<file path="config.mk">
export PLATFORM = sky130hd
export DESIGN_NAME = dhs_unit
export DESIGN_NICKNAME = d
export VERILOG_FILES = /design/src/rtl/dhs_pkg.sv /design/src/rtl/dhs_decode.sv /design/src/rtl/dhs_lane.sv /design/src/rtl/dhs_unit.sv
export SDC_FILE = /design/constraint.sdc
export NUM_CORES = 1
export LEC_CHECK = 0
export ABC_CLOCK_PERIOD_IN_PS = 6200
export BUFFER_PORTS_ARGS = -buffer_cell sky130_fd_sc_hd__buf_2
export CAP_MARGIN = 10
export CORE_MARGIN = 2
export CORE_UTILIZATION = 47
export DETAILED_ROUTE_END_ITERATION = 12
export PLACE_DENSITY = 0.83
export SYNTH_ARGS = -nofsm -noshare
export SYNTH_HDL_FRONTEND = slang
export SYNTH_SLANG_ARGS = --single-unit
export TNS_END_PERCENT = 10
</file>
<file path="constraint.sdc">
create_clock -name clk -period 6.2 [get_ports clk]
set_input_delay 0.93 -clock clk [delete_from_list [all_inputs] [get_ports clk]]
set_output_delay 0.93 -clock clk [all_outputs]
set_load 0.01 [all_outputs]
</file>
<file path="src/rtl/dhs_pkg.sv">
package dhs_pkg;
    parameter int INSTR_W = 32;

    localparam logic [3:0] COND_ALWAYS = 4'hE;
    localparam logic [2:0] SEL_ADD = 3'd0;
    localparam logic [2:0] SEL_ASX = 3'd1;
    localparam logic [2:0] SEL_SAX = 3'd2;
    localparam logic [2:0] SEL_SUB = 3'd3;

    typedef struct packed {
        logic [3:0] cond;
        logic [1:0] grp;
        logic [3:0] rn;
        logic [3:0] rd;
        logic [3:0] rm;
        logic [2:0] sel;
    } dec_t;

    typedef struct packed {
        logic swap;
        logic sub;
    } lane_ctl_t;

    function automatic lane_ctl_t ctl_for(input logic [2:0] sel, input logic hi);
        lane_ctl_t c;
        c.swap = (sel == SEL_ASX) || (sel == SEL_SAX);
        if (hi) c.sub = (sel == SEL_SAX) || (sel == SEL_SUB);
        else    c.sub = (sel == SEL_ASX) || (sel == SEL_SUB);
        return c;
    endfunction

    function automatic logic sel_supported(input logic [2:0] sel);
        return sel[2] == 1'b0;
    endfunction
endpackage

</file>
<file path="src/rtl/dhs_decode.sv">
module dhs_decode
    import dhs_pkg::*;
(
    input  logic [INSTR_W-1:0] instr,
    output dec_t               dec
);
    always_comb begin
        dec.cond = instr[31:28];
        dec.grp  = instr[21:20];
        dec.rn   = instr[19:16];
        dec.rd   = instr[15:12];
        dec.rm   = instr[3:0];
        dec.sel  = instr[7:5];
    end
endmodule

</file>
<file path="src/rtl/dhs_lane.sv">
module dhs_lane #(
    parameter int W = 16
) (
    input  logic [W-1:0] a,
    input  logic [W-1:0] b,
    input  logic         sub,
    output logic [W-1:0] res,
    output logic         sat
);
    logic [W:0] ext_a, ext_b, full;

    always_comb begin
        ext_a = {a[W-1], a};
        ext_b = {b[W-1], b};
        full  = sub ? (ext_a - ext_b) : (ext_a + ext_b);
        sat   = full[W] ^ full[W-1];
        res   = sat ? {full[W], {(W-1){~full[W]}}} : full[W-1:0];
    end
endmodule

</file>
<file path="src/rtl/dhs_unit.sv">
module dhs_unit
    import dhs_pkg::*;
#(
    parameter int LANE_W = 16
) (
    input  logic                clk,
    input  logic                rst,
    input  logic                in_valid,
    input  logic [INSTR_W-1:0]  instr,
    input  logic [2*LANE_W-1:0] opa,
    input  logic [2*LANE_W-1:0] opb,
    input  logic                cond_ok,
    output logic [3:0]          src_a_idx,
    output logic [3:0]          src_b_idx,
    output logic [1:0]          op_group,
    output logic                out_valid,
    output logic                out_write,
    output logic                out_invalid,
    output logic [3:0]          out_dest,
    output logic [2*LANE_W-1:0] out_result,
    output logic [1:0]          out_sat
);
    localparam int NLANE  = 2;
    localparam int WORD_W = NLANE * LANE_W;

    dec_t dec;
    dhs_decode u_dec (.instr(instr), .dec(dec));

    assign src_a_idx = dec.rn;
    assign src_b_idx = dec.rm;
    assign op_group  = dec.grp;

    logic [WORD_W-1:0] lane_res;
    logic [NLANE-1:0]  lane_sat;

    for (genvar i = 0; i < NLANE; i++) begin : g_lane
        lane_ctl_t         ctl;
        logic [LANE_W-1:0] b_pick;
        assign ctl    = ctl_for(dec.sel, i == 1);
        assign b_pick = ctl.swap ? opb[(NLANE-1-i)*LANE_W +: LANE_W]
                                 : opb[i*LANE_W +: LANE_W];
        dhs_lane #(.W(LANE_W)) u_lane (
            .a   (opa[i*LANE_W +: LANE_W]),
            .b   (b_pick),
            .sub (ctl.sub),
            .res (lane_res[i*LANE_W +: LANE_W]),
            .sat (lane_sat[i])
        );
    end

    logic supported, cond_pass;
    assign supported = sel_supported(dec.sel);
    assign cond_pass = (dec.cond == COND_ALWAYS) || cond_ok;

    always_ff @(posedge clk) begin
        if (rst) begin
            out_valid   <= 1'b0;
            out_write   <= 1'b0;
            out_invalid <= 1'b0;
            out_sat     <= '0;
            out_dest    <= '0;
            out_result  <= '0;
        end else begin
            out_valid   <= in_valid;
            out_write   <= in_valid && supported && cond_pass;
            out_invalid <= in_valid && !supported;
            out_sat     <= (in_valid && supported) ? lane_sat : '0;
            if (in_valid) begin
                out_dest   <= dec.rd;
                out_result <= supported ? lane_res : '0;
            end
        end
    end

    p_latency_r7: assert property (@(posedge clk) disable iff (rst)
        in_valid |=> out_valid);
    p_idle_r7: assert property (@(posedge clk) disable iff (rst)
        !in_valid |=> !out_valid);
    p_invalid_quiet_r10: assert property (@(posedge clk) disable iff (rst)
        out_invalid |-> (!out_write && out_sat == 2'b00));
    p_always_cond_r9: assert property (@(posedge clk) disable iff (rst)
        (in_valid && instr[31:28] == 4'hE && instr[7] == 1'b0) |=> out_write);
    p_gated_cond_r9: assert property (@(posedge clk) disable iff (rst)
        (in_valid && instr[31:28] != 4'hE && !cond_ok) |=> !out_write);
    p_sat_lo_r6: assert property (@(posedge clk) disable iff (rst)
        out_sat[0] |-> (out_result[LANE_W-1:0] == {1'b0, {(LANE_W-1){1'b1}}} ||
                        out_result[LANE_W-1:0] == {1'b1, {(LANE_W-1){1'b0}}}));
    p_sat_hi_r6: assert property (@(posedge clk) disable iff (rst)
        out_sat[1] |-> (out_result[WORD_W-1:LANE_W] == {1'b0, {(LANE_W-1){1'b1}}} ||
                        out_result[WORD_W-1:LANE_W] == {1'b1, {(LANE_W-1){1'b0}}}));
    p_write_valid_r1: assert property (@(posedge clk) disable iff (rst)
        (out_write || out_invalid) |-> out_valid);
endmodule

</file>
# [Word level (Yosys, flattened, before mapping)]
# Cells that the tools add are included.
[totals] wordCells=35 ff_bits=41 out_inout_bits=51 input_bits=100
[classes] n_reduce_logical=8 n_mux=7 n_eq_ne=4 add_sub_neg=4 bitwise=6
[op_table] op="two-way mux 16 bit" n=4
[op_table] op="adder 16 x 16 -> 17 bit" n=2
[op_table] op="two-way mux 17 bit" n=2
[op_table] op="subtractor 16 x 16 -> 17 bit" n=2
[op_table] op="two-way mux 32 bit" n=1
[op_table] op="== test 3 x 2 -> 1 bit (second input constant)" n=2
[op_table] op="== test 4 bit (second input constant)" n=1
[op_table] op="logical OR 1 bit" n=4
[op_table] op="NOT 1 bit" n=4
[op_table] op="== test 3 x 1 -> 1 bit (second input constant)" n=1
[op_table] op="logical AND 1 bit" n=3
[op_table] op="OR reduction 2 bit" n=1
[op_table] op="bitwise XOR 1 bit" n=2

# [Depth between registers and ports, before layout]
[logic_depth] word_depth=8 depth_mapped=22 depth_no_buf=17

# [Cells and area by module]
# Synthesis repeated with hierarchy kept, for this count alone.
[unflattened] cells_unflattened=503 area_unflattened_um2=4408.0
[modules_own_cells] module="dhs_lane" area_per_inst_um2=1273.7 seq_area_each_um2=0.0 n_inst=2 cells_per_inst=173
[modules_own_cells] module="dhs_unit" area_per_inst_um2=1702.9 seq_area_each_um2=820.8 n_inst=1 cells_per_inst=136
[modules_own_cells] module="dhs_decode" area_per_inst_um2=157.7 seq_area_each_um2=0.0 n_inst=1 cells_per_inst=21

# [Least setup slack after synthesis]
# OpenSTA, ideal clock, no wires.
[synth_path] kind="in2reg" start="in instr[7]" end="reg out_result[20]" t_required_ps=6078 path_buffers=6 path_stages=22 setup_time_ps=122 setup_slack_ps=458 arrival_time_ps=5620 path_cell_list="clkbuf_1 > or2_1 > buf_2 > clkbuf_1 > buf_1 > clkbuf_1 > mux2i_1 > ha_1 > nand2_1 > o32ai_4 > nor2_1 > xor2_1 > ha_1 > o21a_1 > o211ai_1 > a211oi_1 > o211ai_1 > nand2_1 > xor2_1 > a21oi_2 > buf_2 > a221o_1"
[synth_via] elab_chain_cells=8 elab_cells_between_ends=13 cone_classes="add/sub: 2; eq/ne: 3; mux: 4; bitwise: 2; reduce/logical: 2"
[synth_rtl] item="start, declared" line="dhs_unit.sv:9" text="input logic [INSTR_W-1:0] instr,"
[synth_rtl] item="== test 3 x 1 -> 1 bit or == test 3 x 2 -> 1 bit (tied branches)"
[synth_rtl] item="logical OR 1 bit" line="dhs_pkg.sv:26" text="c.swap = (sel == SEL_ASX) || (sel == SEL_SAX);"
[synth_rtl] item="two-way mux 16 bit" line="dhs_unit.sv:40" text="assign b_pick = ctl.swap ? opb[(NLANE-1-i)*LANE_W +: LANE_W]"
[synth_rtl] item="adder 16 x 16 -> 17 bit or subtractor 16 x 16 -> 17 bit (tied branches)" line="dhs_lane.sv:15" text="full = sub ? (ext_a - ext_b) : (ext_a + ext_b);"
[synth_rtl] item="two-way mux 17 bit" line="dhs_lane.sv:15"
[synth_rtl] item="bitwise XOR 1 bit or NOT 1 bit (tied branches)" line="dhs_lane.sv:16, dhs_lane.sv:17"
[synth_rtl] item="two-way mux 16 bit" line="dhs_lane.sv:17" text="res = sat ? {full[W], {(W-1){~full[W]}}} : full[W-1:0];"
[synth_rtl] item="two-way mux 32 bit (*)" line="dhs_unit.sv:70" text="out_result <= supported ? lane_res : '0;"
[synth_rtl] item="end signal, assigned" line="dhs_unit.sv:70"
[synth_rtl] item="end, declared" line="dhs_unit.sv:20" text="output logic [2*LANE_W-1:0] out_result,"
# Mark *: on every way between the ends. The rest lies on a longest branch, timed or not.
# A chain may end at the register's enable or synchronous reset.

# [Worst setup path in the final report]
[layout_path] start="in instr[5]" end="reg out_result[13]"
[layout_via] elab_chain_cells=8 elab_cells_between_ends=13 cone_classes="add/sub: 2; eq/ne: 3; mux: 4; bitwise: 2; reduce/logical: 2"
[layout_rtl] item="== test 3 x 1 -> 1 bit or == test 3 x 2 -> 1 bit (tied branches)"
[layout_rtl] item="logical OR 1 bit" line="dhs_pkg.sv:26"
[layout_rtl] item="two-way mux 16 bit" line="dhs_unit.sv:40"
[layout_rtl] item="adder 16 x 16 -> 17 bit or subtractor 16 x 16 -> 17 bit (tied branches)" line="dhs_lane.sv:15"
[layout_rtl] item="two-way mux 17 bit (*)" line="dhs_lane.sv:15"
[layout_rtl] item="bitwise XOR 1 bit or NOT 1 bit (tied branches)" line="dhs_lane.sv:16, dhs_lane.sv:17"
[layout_rtl] item="two-way mux 16 bit (*)" line="dhs_lane.sv:17"
[layout_rtl] item="two-way mux 32 bit (*)" line="dhs_unit.sv:70"
# Marks and branches as above.

==> impl_metrics.ini <==
[power_and_ir_drop]
p_switching_mw = 0.457
power_frac_seq_pct = 28.4
total_power_mw = 1.13
p_int_mw = 0.673
p_sw_share_pct = 40.4
leakage_nw = 2.34
cellPowerDensity_mw_per_mm2 = 223
max-vdd-ir-drop_uv = 87.0
pwr-share-comb_pct = 54.1
p_clk_share_pct = 17.5

[yosys]
ys_seq_area_share_pct = 18.9
synth_top_family_by_area = compound AO/OA/AOI/OAI gates
synthSimpleGateAreaFrac_pct = 16.8
synth_compound_area_share_pct = 27.1
synth.ff_latch_count = 41
synth_edf_count = 0
synth_flop_cell = dfxtp_1
async_flop_share_pct = 0
synth-xor-area-share_pct = 11.5
netlist_area_mm2 = 0.00434
synthMuxAreaShare_pct = 9.03
synth_cell_type_count = 60
synthesis.nets = 682
ys_warn_count = 0
synth_cells = 546
syn-mean-instance-area_um2 = 7.94
yosys.area_share.adder_pct = 11.2

[floorplan]
core_area_mm2 = 0.00911
io_pins = 151
die-height_um = 100
dieArea_mm2 = 0.0100
start_util_pct = 47.6
rows = 35
die_w_um = 100

[critical_path]
critPathRequiredTime_ns = 6.38
cp-startpoint = instr[5]
critical_path_arrival_ns = 5.89
slowest_delay_ns = 0.51
path_cells = buf_2 -> xnor2_1 -> or2_1 -> mux2i_1 -> a41o_1 -> a21boi_0 -> a21boi_0 -> xnor2_1 -> ha_1 -> nand3_1 -> a211oi_1 -> o21ai_0 -> a21oi_1 -> mux2i_1 -> a2111oi_1 -> a311oi_1 -> buf_4 -> a221o_1
timing_worst_setup_path_type = input port to flip-flop
r2r-start = out_result[13]
cpMaxStageDelayCell = a2111oi_1
end_kind = flip-flop
r2r_setup_slack_ns = 5.41
critPathLaunchType = input port
critPathMaxFanout = 13

[detailed_routing]
detail_route.wl_per_cell_um = 16.3
drt_iter0_drc = 355
avgViaCountPerCell = 5.98
wirelength_um = 12400
vias = 4530
postRouteAntennaNets = 0
drc_errors = 0
dr.pass1.iters = 5

[timing]
skew_ns = 0
setup_violations = 0
rsz0062_at_grt = false
tns_ns = 0
hold_viol_final = 0
period_needed_ns = 5.71
slew_viol_final = 0
min_period_over_period_pct = 92.1
clock.fmax_ghz = 0.175
tightest_slew_ns = 0.857
max_slew_margin_pct = 42.1

[cells_and_area]
nets = 781
drive_gt1_share_pct = 22.0
instances_no_fill = 758
nFillCells = 853
area_growth_pct = 17.0

[global_routing]
antenna_found_initial = 0
grt_overflow_total = 0
gr-usage-all-layers_pct = 23.5
grt_pass1_wl_um = 19300
grt_max_degree = 37
grt_pass1_vias = 4200

[clocking]
cts_buffer_depth = 2
cts_tree = done
path_clk_slew_ns = 0.08
cts.sinks = 41
cts_root_buf = clkbuf_8
clk_latency_ns = 0.29
htree_levels = 2
cts_buffers = 5

[min_path]
hp-class = flip-flop to flip-flop
hp-start = out_result[17]

[placement]
dpl.hpwl_um = 9990
gp_congestion = 0.944
portBuffers = 119
dp_cells = 749

[run_status]
status = finished clean

[flow_run]
drv_cap = 0
layer usage:
metal  wire length, µm  up-vias  GRT usage, %
met5                 0        -             0
met3               934       27          3.20
met1              5420     2107          30.7
li1                  -     2210             -
met4               233        0          6.53
met2              5770      186          40.7
cells in the mapped netlist (all sizes together), types with 4 or more instances:
master  instances  area (µm²)
a221o          26         260
inv            16        60.1
clkbuf         17        63.8
nor2b           8        50.1
mux2i          38         380
a31oi           5        31.3
o21ai          39         195
a21o            9        67.6
nand3           9        45.0
o31a            5        43.8
nor3           17        85.1
dfxtp          41         821
a21oi          36         184
o211ai          6        45.0
xnor2          37         324
nand2b          6        37.5
or3             6        37.5
ha             34         425
nand2          43         161
xor2           20         175
o21a           11        82.6
buf            18         110
a211oi          4        30.0
nor2           46         173
o311ai          4        35.0
what timing repair did:
action	4_1_cts	5_1_grt
hold buffers	0	0
resized for setup	0	1
endpoints found under the setup margin	0	13
buffers inserted	0	0
power groups by stage:
stage | Combinational, mW | Sequential [mW] | Clock [mW]
6_report | 0.611 | 0.321 | 0.198
2_1_floorplan | 0.419 | 0.345 | 0
3_5_place_dp | 0.602 | 0.327 | 0
4_1_cts | 0.606 | 0.321 | 0.201
5_1_grt | 0.670 | 0.325 | 0.211
3_3_place_gp | 0.577 | 0.325 | 0
final cells by class:
| class | count | area [µm²] | share of cell area [%] |
|---|---|---|---|
| multi-input combinational | 454 | 3290 | 64.9 |
| sequential | 41 | 821 | 16.2 |
| timing repair buffer | 127 | 656 | 12.9 |
| tap | 111 | 139 | 2.74 |
| clock buffer | 7 | 96.3 | 1.90 |
| inverter | 16 | 60.1 | 1.18 |
| clock inverter | 1 | 5.00 | 0.0987 |
| antenna | 1 | 2.50 | 0.0493 |
registers in the layout, indices dropped and copies added, names as in the netlist:
register     flops
out_valid        1
out_invalid      1
out_result      32
out_sat          2
out_dest         4
out_write        1
through the flow:
| stage | util [%] | hold slack [ns] | setup slack [ns] | cell area, µm² |
|---|---|---|---|---|
| finish | 55.7 | 0.446 | 0.488 | 5070 |
| global route | 55.6 | 0.471 | 0.0603 | 5070 |
| CTS | 55.6 | 0.450 | 0.442 | 5070 |
| detailed placement | 54.5 | 0.438 | 0.239 | 4970 |
| global placement | 54.5 | 0.432 | 0.519 | 4970 |
| floorplan | - | 0.470 | 0.458 | 4340 |
cells in the final DEF, fill, tap and decap left out, types with 5 or more instances in the layout:
cell type  count
nand2b_1       6
nor2b_1        8
a221o_1       26
buf_2        119
dfxtp_1       41
nor2_1        44
nor3_1        17
inv_1         16
mux2i_1       38
a31oi_1        5
xnor2_1       37
clkbuf_8       7
a21o_1         9
o31a_1         5
a21oi_1       35
nand2_1       43
or3_1          6
nand3_1        9
o21ai_0       36
ha_1          34
o211ai_1       6
xor2_1        20
buf_4          8
o21a_1        11
critical path, delay by kind of cell:
family                   cells  cell delay, ns
AO/OA/AOI/OAI                9            2.75
multiplexers                 2            0.48
adder cells (fa/ha/maj)      1            0.40
AND/OR/NAND/NOR              2            0.36
XOR/XNOR                     2            0.59
buffers and inverters        2            0.36
kinds of logic (layout without fill, tap and decap cells):
group	Yosys count	count (layout)
XOR/XNOR	57	57
other	0	1
AO/OA/AOI/OAI	167	167
AND/OR/NAND/NOR	153	153
adder cells (fa/ha/maj)	38	38
flip-flops	41	41
buffers and inverters	51	151
multiplexers	39	39
final timing paths:
check,end,depth (start not counted)
worst min register to register,out_result[17],2
worst max-delay path,out_result[13],18
worst max register to register,out_result[13],1
worst min-delay path,out_result[17],2
Power figures use the tool's default switching activity.
